`src/rtl/fss_pkg.sv`:
```
package fss_pkg;

  typedef enum logic [1:0] {
    ADR_STAT  = 2'd0,
    ADR_RXLVL = 2'd1,
    ADR_TXLVL = 2'd2,
    ADR_RXCNT = 2'd3
  } fss_addr_e;

  localparam int B_TX_EMPTY = 0;
  localparam int B_TX_AEMP  = 1;
  localparam int B_TX_FULL  = 2;
  localparam int B_RX_EMPTY = 4;
  localparam int B_RX_AFUL  = 5;
  localparam int B_RX_FULL  = 6;
  localparam int B_RX_OVF   = 8;
  localparam int B_TX_UNF   = 9;

endpackage

```
`src/rtl/fss_flags.sv`:
```
module fss_flags #(
  parameter int DEPTH = 16,
  parameter int CW    = 5,
  parameter int TW    = 6,
  parameter bit ABOVE = 1'b1
) (
  input  logic [CW-1:0] dma_cnt,
  input  logic [TW-1:0] tot_cnt,
  input  logic [TW-1:0] lvl,
  output logic          empty,
  output logic          full,
  output logic          thr
);

  localparam logic [CW-1:0] FULL_CNT = CW'(DEPTH);

  always_comb begin
    empty = (dma_cnt == '0);
    full  = (dma_cnt == FULL_CNT);
  end

  generate
    if (ABOVE) begin : g_above
      always_comb thr = (tot_cnt > lvl);
    end else begin : g_below
      always_comb thr = (tot_cnt < lvl);
    end
  endgenerate

endmodule

```
`src/rtl/fss_sticky.sv`:
```
module fss_sticky (
  input  logic clk,
  input  logic rst_n,
  input  logic evt,
  input  logic clr,
  output logic q
);

  logic q_nxt;
  logic q_en;

  always_comb begin
    q_en  = evt | clr;
    q_nxt = evt ? 1'b1 : 1'b0;
  end

  always_ff @(posedge clk or negedge rst_n) begin
    if (!rst_n) begin
      q <= 1'b0;
    end else if (q_en) begin
      q <= q_nxt;
    end
  end

endmodule

```
`src/rtl/fss_lvl_reg.sv`:
```
module fss_lvl_reg #(
  parameter int TW        = 6,
  parameter int RESET_VAL = 8
) (
  input  logic          clk,
  input  logic          rst_n,
  input  logic          wr_en,
  input  logic [TW-1:0] wdata,
  output logic [TW-1:0] q
);

  logic [TW-1:0] q_nxt;

  always_comb q_nxt = wdata;

  always_ff @(posedge clk or negedge rst_n) begin
    if (!rst_n) begin
      q <= TW'(RESET_VAL);
    end else if (wr_en) begin
      q <= q_nxt;
    end
  end

endmodule

```
`src/rtl/fifo_stat_regs.sv`:
```
module fifo_stat_regs #(
  parameter int DEPTH = 16,
  parameter int PIPE  = 4,
  parameter int DW    = 16,
  localparam int CW   = $clog2(DEPTH) + 1,
  localparam int TW   = $clog2(DEPTH + PIPE) + 1
) (
  input  logic          clk,
  input  logic          rst_n,
  input  logic [CW-1:0] tx_dma_cnt,
  input  logic [TW-1:0] tx_total_cnt,
  input  logic [CW-1:0] rx_dma_cnt,
  input  logic [TW-1:0] rx_total_cnt,
  input  logic          rx_load_wr,
  input  logic          tx_sm_rd,
  input  logic [1:0]    reg_addr,
  input  logic          reg_wr,
  input  logic [DW-1:0] reg_wdata,
  output logic [DW-1:0] reg_rdata
);
  import fss_pkg::*;

  localparam int LVL_RST = DEPTH / 2;

  logic tx_empty, tx_full, tx_aemp;
  logic rx_empty, rx_full, rx_aful;
  logic ovf_q, unf_q;
  logic ovf_evt, unf_evt, ovf_clr, unf_clr;
  logic stat_wr, rxlvl_wr, txlvl_wr;
  logic [TW-1:0] rx_lvl_q, tx_lvl_q;
  logic wdata_unused;

  assign wdata_unused = ^reg_wdata;

  always_comb begin
    stat_wr  = reg_wr && (fss_addr_e'(reg_addr) == ADR_STAT);
    rxlvl_wr = reg_wr && (fss_addr_e'(reg_addr) == ADR_RXLVL);
    txlvl_wr = reg_wr && (fss_addr_e'(reg_addr) == ADR_TXLVL);
    ovf_evt  = rx_load_wr && rx_full;
    unf_evt  = tx_sm_rd && tx_empty;
    ovf_clr  = stat_wr && reg_wdata[B_RX_OVF];
    unf_clr  = stat_wr && reg_wdata[B_TX_UNF];
  end

  fss_flags #(.DEPTH(DEPTH), .CW(CW), .TW(TW), .ABOVE(1'b0)) u_txf (
    .dma_cnt (tx_dma_cnt),
    .tot_cnt (tx_total_cnt),
    .lvl     (tx_lvl_q),
    .empty   (tx_empty),
    .full    (tx_full),
    .thr     (tx_aemp)
  );

  fss_flags #(.DEPTH(DEPTH), .CW(CW), .TW(TW), .ABOVE(1'b1)) u_rxf (
    .dma_cnt (rx_dma_cnt),
    .tot_cnt (rx_total_cnt),
    .lvl     (rx_lvl_q),
    .empty   (rx_empty),
    .full    (rx_full),
    .thr     (rx_aful)
  );

  fss_sticky u_ovf (
    .clk (clk), .rst_n (rst_n), .evt (ovf_evt), .clr (ovf_clr), .q (ovf_q)
  );

  fss_sticky u_unf (
    .clk (clk), .rst_n (rst_n), .evt (unf_evt), .clr (unf_clr), .q (unf_q)
  );

  fss_lvl_reg #(.TW(TW), .RESET_VAL(LVL_RST)) u_rxlvl (
    .clk (clk), .rst_n (rst_n), .wr_en (rxlvl_wr),
    .wdata (reg_wdata[TW-1:0]), .q (rx_lvl_q)
  );

  fss_lvl_reg #(.TW(TW), .RESET_VAL(LVL_RST)) u_txlvl (
    .clk (clk), .rst_n (rst_n), .wr_en (txlvl_wr),
    .wdata (reg_wdata[TW-1:0]), .q (tx_lvl_q)
  );

  always_comb begin
    reg_rdata = '0;
    case (fss_addr_e'(reg_addr))
      ADR_STAT: begin
        reg_rdata[B_TX_EMPTY] = tx_empty;
        reg_rdata[B_TX_AEMP]  = tx_aemp;
        reg_rdata[B_TX_FULL]  = tx_full;
        reg_rdata[B_RX_EMPTY] = rx_empty;
        reg_rdata[B_RX_AFUL]  = rx_aful;
        reg_rdata[B_RX_FULL]  = rx_full;
        reg_rdata[B_RX_OVF]   = ovf_q;
        reg_rdata[B_TX_UNF]   = unf_q;
      end
      ADR_RXLVL: reg_rdata[TW-1:0] = rx_lvl_q;
      ADR_TXLVL: reg_rdata[TW-1:0] = tx_lvl_q;
      ADR_RXCNT: reg_rdata[TW-1:0] = rx_total_cnt;
      default:   reg_rdata = '0;
    endcase
  end

endmodule

```
`config.mk`:
```
export PLATFORM = sky130hd
export DESIGN_NAME = fifo_stat_regs
export DESIGN_NICKNAME = d
export VERILOG_FILES = /design/src/rtl/fss_pkg.sv /design/src/rtl/fss_flags.sv /design/src/rtl/fss_sticky.sv /design/src/rtl/fss_lvl_reg.sv /design/src/rtl/fifo_stat_regs.sv
export SDC_FILE = /design/constraint.sdc
export NUM_CORES = 1
export LEC_CHECK = 0
export BUFFER_PORTS_ARGS = -buffer_cell sky130_fd_sc_hd__buf_2
export CAP_MARGIN = 20
export CORE_MARGIN = 2
export CORE_UTILIZATION = 43
export CTS_CLUSTER_DIAMETER = 120
export DETAILED_ROUTE_END_ITERATION = 8
export GPL_ROUTABILITY_DRIVEN = 0
export PLACE_DENSITY = 0.77
export SLEW_MARGIN = 5
export SYNTH_ARGS = -nofsm -noshare
export SYNTH_HDL_FRONTEND = slang
export SYNTH_SLANG_ARGS = --single-unit
export TNS_END_PERCENT = 100
```
`constraint.sdc`:
```
create_clock -name clk -period 2.1 [get_ports clk]
set_input_delay 0.42 -clock clk [delete_from_list [all_inputs] [get_ports clk]]
set_output_delay 0.42 -clock clk [all_outputs]
set_load 0.01 [all_outputs]
```
==> flow_summary_export.csv, run 1 <==
group,metric,value,unit
run_status,outcome,"finished with violations",
run_status,violations,"setup timing",
timing,finalCritPeriodShare,103,%
timing,rsz0062_at_grt,"true",
clock_network,clk-insertion-delay-late,0.27,ns
clock_network,h-tree-depth,1,
floorplanning,core-area,2410,um^2
yosys,ys_types,31,
timing,hold_slack,0.0222,ns
timing,max_clock_freq,0.463,GHz
routing,vias,973,
yosys,ys_seq_area_share,33.1,%
clock_network,post_cts_buffers,0,
global_routing,antenna_found_initial,0,
routing,drtAntennaViolNets,0,
yosys,synth_edf_count,0,
yosys,async_flop_share,100,%
clock_network,cts_tree,"done",
critical_path,crit_path_start_kind,"register",
global_routing,overflow,0,
timing,final_max_slew_viol_count,0,
floorplanning,start_util,44.2,%
clock_network,ctsRootBufferMaster,"clkbuf_4",
power,powerDensity,631,nW/um^2
timing,fin_ws,-0.0599,ns
timing,period_needed,2.16,ns
power,leakage,0.707,nW
global_routing,grt_max_degree,16,
yosys,ys_seq_elements,14,
routing,drt_iter0_drc,19,
critical_path,critPathKind,"reg -> out",
global_routing,grt.total_usage,18.0,%
timing,setup_viol,1,
worst_hold_path,hp-class,"in -> async",
clock_network,clockBufferDepth,2,
flow_run,maxCapViolations,0,
floorplanning,ios,61,
routing,drc,0,
placement,hpwl,1.92,mm
critical_path,worstSetupEndpointType,"primary output",
critical_path,cp_max_fo,2,
yosys,synthCells,110,
critical_path,arrival,1.74,ns
cells_and_area,diodes,0,
critical_path,required,1.68,ns
yosys,syn-cell-area,1060,um^2
timing,tns,-0.0599,ns
routing,drt_first_pass_iters,4,
global_routing,grt_pass1_wl,3.65,mm
clock_network,ctsHoldBuffers,0,
timing,hold_violations,0,
cells_and_area,drive_gt1_share,46.2,%
yosys,synth.avg_cell_area,9.68,um^2
clock_network,cts-buffers-inserted,3,
cells_and_area,syn_to_final_growth,26.3,%
placement,io_buffers,45,
yosys,synth_top_flop_cell,"dfrtp_1",
cells_and_area,nNetsFinal,213,
cells_and_area,layoutNonFillerInstCount,186,
global_routing,grt_pass1_vias,844,
routing,wire_per_inst,12.5,um
placement,dp_cells,182,
floorplanning,die_h,53.8,um
timing,finalClockSkew,0,ns
floorplanning,die_width,53.8,um
routing,drt-total-wl,2.33,mm
cells_and_area,regArea,353,um^2
clock_network,clkSlewWorstSetupHoldPaths,0.08,ns
cells_and_area,multiInputGateArea,641,um^2
placement,dp_slack,0.120,ns
floorplanning,die_area,2890,um^2
clock_network,cts_sinks,14,
routing,viasPerCell,5.23,
cells_and_area,num-fill-cells,222,
power,ir_drop,442,uV
power,fin_total_pwr,849,uW
floorplanning,num_rows,18,
yosys,yosysWarnings,0,
-- stage by stage --
step	util, %	cell area (um^2)
global placement	53.4	1290
global route	55.8	1350
CTS	55.7	1340
detailed placement	53.4	1290
finish	55.8	1350
floorplan	-	1090
-- critical path, cell delays in order (launching register included) --
cell,delay [ns]
dfstp_2,0.54
inv_2,0.05
ha_4,0.21
a211oi_2,0.16
nor2_1,0.07
nor3_1,0.19
o21ai_1,0.09
buf_2,0.14
-- registers in the layout, indices dropped and copies added, names as in the netlist --
register,count
u_ovf.q,1
u_rxlvl.q,6
u_txlvl.q,6
u_unf.q,1
-- power by group --
part	internal, mW	leakage, nW	switching [mW]
clock network	0.105	0.0210	0.0845
registers	0.324	0.166	0.0375
logic	0.153	0.520	0.144
total	0.583	0.707	0.266
-- final timing paths --
path / start / cells after the start / slack [ns] / end
worst max-delay path: u_rxlvl.q[3] / 7 / -0.06 / reg_rdata[5]
worst min-delay path: rst_n / 1 / 0.02 / u_rxlvl.q[4]
worst max register to register: u_rxlvl.q[0] / 1 / 1.30 / u_rxlvl.q[0]
worst min register to register: u_ovf.q / 1 / 0.50 / u_ovf.q
max in group asynchronous: rst_n / 1 / 1.79 / u_txlvl.q[3]
min in group clk: tx_sm_rd / 2 / 0.37 / u_unf.q
-- kinds of logic (layout without fill, tap and decap cells) --
| logic type | Yosys count | in the layout | synth area share [%] |
|---|---|---|---|
| buf+inv | 23 | 63 | 10.8 |
| fa+ha+maj | 11 | 11 | 12.9 |
| other cells | 1 | 7 | 0.352 |
| compound gates | 20 | 20 | 11.8 |
| mux | 15 | 15 | 17.9 |
| flops | 14 | 14 | 33.1 |
| simple gates | 26 | 26 | 13.2 |
-- layout by cell type (no fill, tap or decap), drive strengths merged, types with 2 or more instances in the layout --
cell	n
buf	45
inv	14
mux2	12
dfrtp	12
ha	11
o21ai	8
conb	7
nand2	5
nor2	5
a21oi	5
nand3	4
clkbuf	4
nor3	2
nand2b	2
a22oi	2
mux4	2
and2	2
dfstp	2
a22o	2
-- synthesized netlist by cell type (2+ instances only) --
cell	number	share of area, %
inv_1	14	4.9
nor3_1	2	0.94
nor2_1	4	1.4
buf_2	2	0.94
nand2b_1	2	1.2
nand3_1	4	1.9
and2_1	2	1.2
o21ai_0	8	3.8
mux2_2	12	13
nand2_1	5	1.8
ha_1	11	13
dfrtp_1	12	28
mux4_2	2	4.2
dfstp_2	2	4.9
a21oi_1	5	2.3
buf_4	7	4.9
a22oi_1	2	1.4
-- cell type report --
class	count	area share (%)
inverters	14	3.91
repair buffers	45	16.7
multi-input cells	79	47.6
clock buffers	4	2.70
flip-flops and latches	14	26.2
well taps	30	2.79
-- routing by layer --
| layer | GRT usage (%) | vias up | wire length, um |
|---|---|---|---|
| met3 | 2.50 | 2 | 87 |
| met2 | 30.9 | 25 | 1290 |
| met4 | 7.69 | 0 | 17 |
| met1 | 22.4 | 477 | 936 |
| li1 | - | 469 | - |
| met5 | 0 | - | 0 |
-- repair_timing --
action                     4_1_cts  5_1_grt
gates resized for setup          4        2
pin swaps                        1        2
setup endpoints to repair        1        2
No activity file was read; power rests on OpenSTA's default activity.
==> inputs of run 2 (changes only) <==
--- a/config.mk
+++ b/config.mk
@@ -12,7 +12,7 @@
 export CTS_CLUSTER_DIAMETER = 120
 export DETAILED_ROUTE_END_ITERATION = 8
 export GPL_ROUTABILITY_DRIVEN = 0
-export PLACE_DENSITY = 0.77
+export PLACE_DENSITY = 0.79
 export SLEW_MARGIN = 5
 export SYNTH_ARGS = -nofsm -noshare
 export SYNTH_HDL_FRONTEND = slang
==> flow_summary_export.csv, run 2 (same netlist as run 1, synthesis figures left out) <==
group,metric,value,unit
timing,hold_violations,0,
clock_network,ctsHoldBuffers,0,
timing,finalClockSkew,0,ns
global_routing,grt_pass1_wl,3.98,mm
routing,drt-total-wl,2.52,mm
power,leakage,0.716,nW
cells_and_area,postLayoutCoreUtil,56.4,%
timing,period_needed,2.15,ns
critical_path,critPathKind,"reg -> out",
cells_and_area,drive_gt1_share,46.8,%
run_status,outcome,"finished with violations",
global_routing,grt_pass1_vias,955,
clock_network,ctsRootBufferMaster,"clkbuf_4",
clock_network,cts_tree,"done",
critical_path,cp_max_fo,2,
clock_network,h-tree-depth,1,
routing,drc,0,
power,ir_drop,405,uV
global_routing,overflow,0,
run_status,violations,"setup timing",
cells_and_area,top_regs,"u_rxlvl.q x6, u_txlvl.q x6",
clock_network,cts_sinks,14,
critical_path,required,1.68,ns
cells_and_area,diodes,0,
placement,io_buffers,45,
clock_network,clkSlewWorstSetupHoldPaths,0.08,ns
timing,fin_ws,-0.0497,ns
flow_run,maxCapViolations,0,
clock_network,cts-buffers-inserted,3,
global_routing,grt_max_degree,16,
routing,wire_per_inst,13.4,um
worst_hold_path,hp-class,"in -> async",
floorplanning,ios,61,
timing,rsz0062_at_grt,"true",
cells_and_area,final_common_cell,"buf_2",
clock_network,clockBufferDepth,2,
timing,final_max_slew_viol_count,0,
critical_path,crit_path_start_kind,"register",
cells_and_area,fin_area,1360,um^2
floorplanning,start_util,44.2,%
cells_and_area,layoutNonFillerInstCount,188,
timing,finalCritPeriodShare,102,%
routing,viasPerCell,5.29,
routing,drtAntennaViolNets,0,
placement,hpwl,2.14,mm
routing,drt_first_pass_iters,4,
global_routing,grt.total_usage,19.1,%
floorplanning,num_rows,18,
floorplanning,die_width,53.8,um
timing,tns,-0.0497,ns
cells_and_area,nNetsFinal,215,
placement,dp_cells,183,
timing,max_clock_freq,0.465,GHz
placement,place_area,1290,um^2
cells_and_area,syn_to_final_growth,27.7,%
floorplanning,core-area,2410,um^2
floorplanning,die_area,2890,um^2
routing,drt_iter0_drc,16,
routing,vias,994,
cells_and_area,mostFrequentLayoutCells,"45 x buf_2, 13 x inv_1, 12 x mux2_2, 12 x dfrtp_1, 10 x ha_1",
critical_path,worstSetupEndpointType,"primary output",
global_routing,antenna_found_initial,0,
power,powerDensity,634,nW/um^2
floorplanning,die_h,53.8,um
clock_network,clk-insertion-delay-late,0.27,ns
critical_path,arrival,1.73,ns
timing,setup_viol,1,
-- run 2: cell types whose count changed in the layout (fill, tap and decap cells not counted) --
cell   delta
buf_4     +2
-- run 2: cell type report --
cell class              count  area, um^2
inverters                  14        52.6
fillers                   211        1050
clock buffers               4        36.3
well taps                  30        37.5
flip-flops and latches     14         353
multi-input cells          79         641
repair buffers             47         240
-- run 2: through the flow --
step / setup WS [ns] / hold WS (ns) / power [mW]
finish: -0.0497 / 0.0202 / 0.863
global route: -0.135 / 0.0312 / 0.931
CTS: -0.0586 / 0.0194 / 0.865
detailed placement: 0.0916 / 0.328 / 0.660
global placement: 0.119 / 0.321 / 0.637
floorplan: 0.316 / 0.124 / 0.552
-- run 2: worst max-delay path: stages (launching register included) --
cell	delay, ns
dfstp_2	0.55
inv_2	0.05
ha_4	0.21
a211oi_2	0.17
nor2_1	0.06
nor3_1	0.18
o21ai_1	0.08
buf_2	0.15
-- run 2: timing repair --
item                                    CTS  global route
setup buffers                             0             1
pin swaps                                 1             1
resized for setup                         4             2
endpoints found under the setup margin    1             1
-- run 2: path summary, 6_finish.rpt --
| kind | from | endpoint | slack [ns] | depth (start not counted) |
|---|---|---|---|---|
| min | rst_n | u_txlvl.q[4] | 0.02 | 1 |
| max in group asynchronous | rst_n | u_txlvl.q[3] | 1.80 | 1 |
| max | u_rxlvl.q[3] | reg_rdata[5] | -0.05 | 7 |
| max reg2reg | u_rxlvl.q[3] | u_rxlvl.q[3] | 1.28 | 2 |
| min in group clk | tx_sm_rd | u_unf.q | 0.38 | 2 |
| min reg2reg | u_unf.q | u_unf.q | 0.50 | 1 |
-- run 2: power breakdown --
group          internal (mW)  switching (mW)
clock                  0.105          0.0833
combinational          0.160           0.149
sequential             0.325          0.0398
-- run 2: metal layers --
layer  GRT usage (%)  vias to the layer above  wire [um]
met2            33.7                       32       1370
met1            22.7                      489        998
met3            2.22                        2        138
li1                -                      471          -
met4            9.40                        0         16
met5               0                        -          0
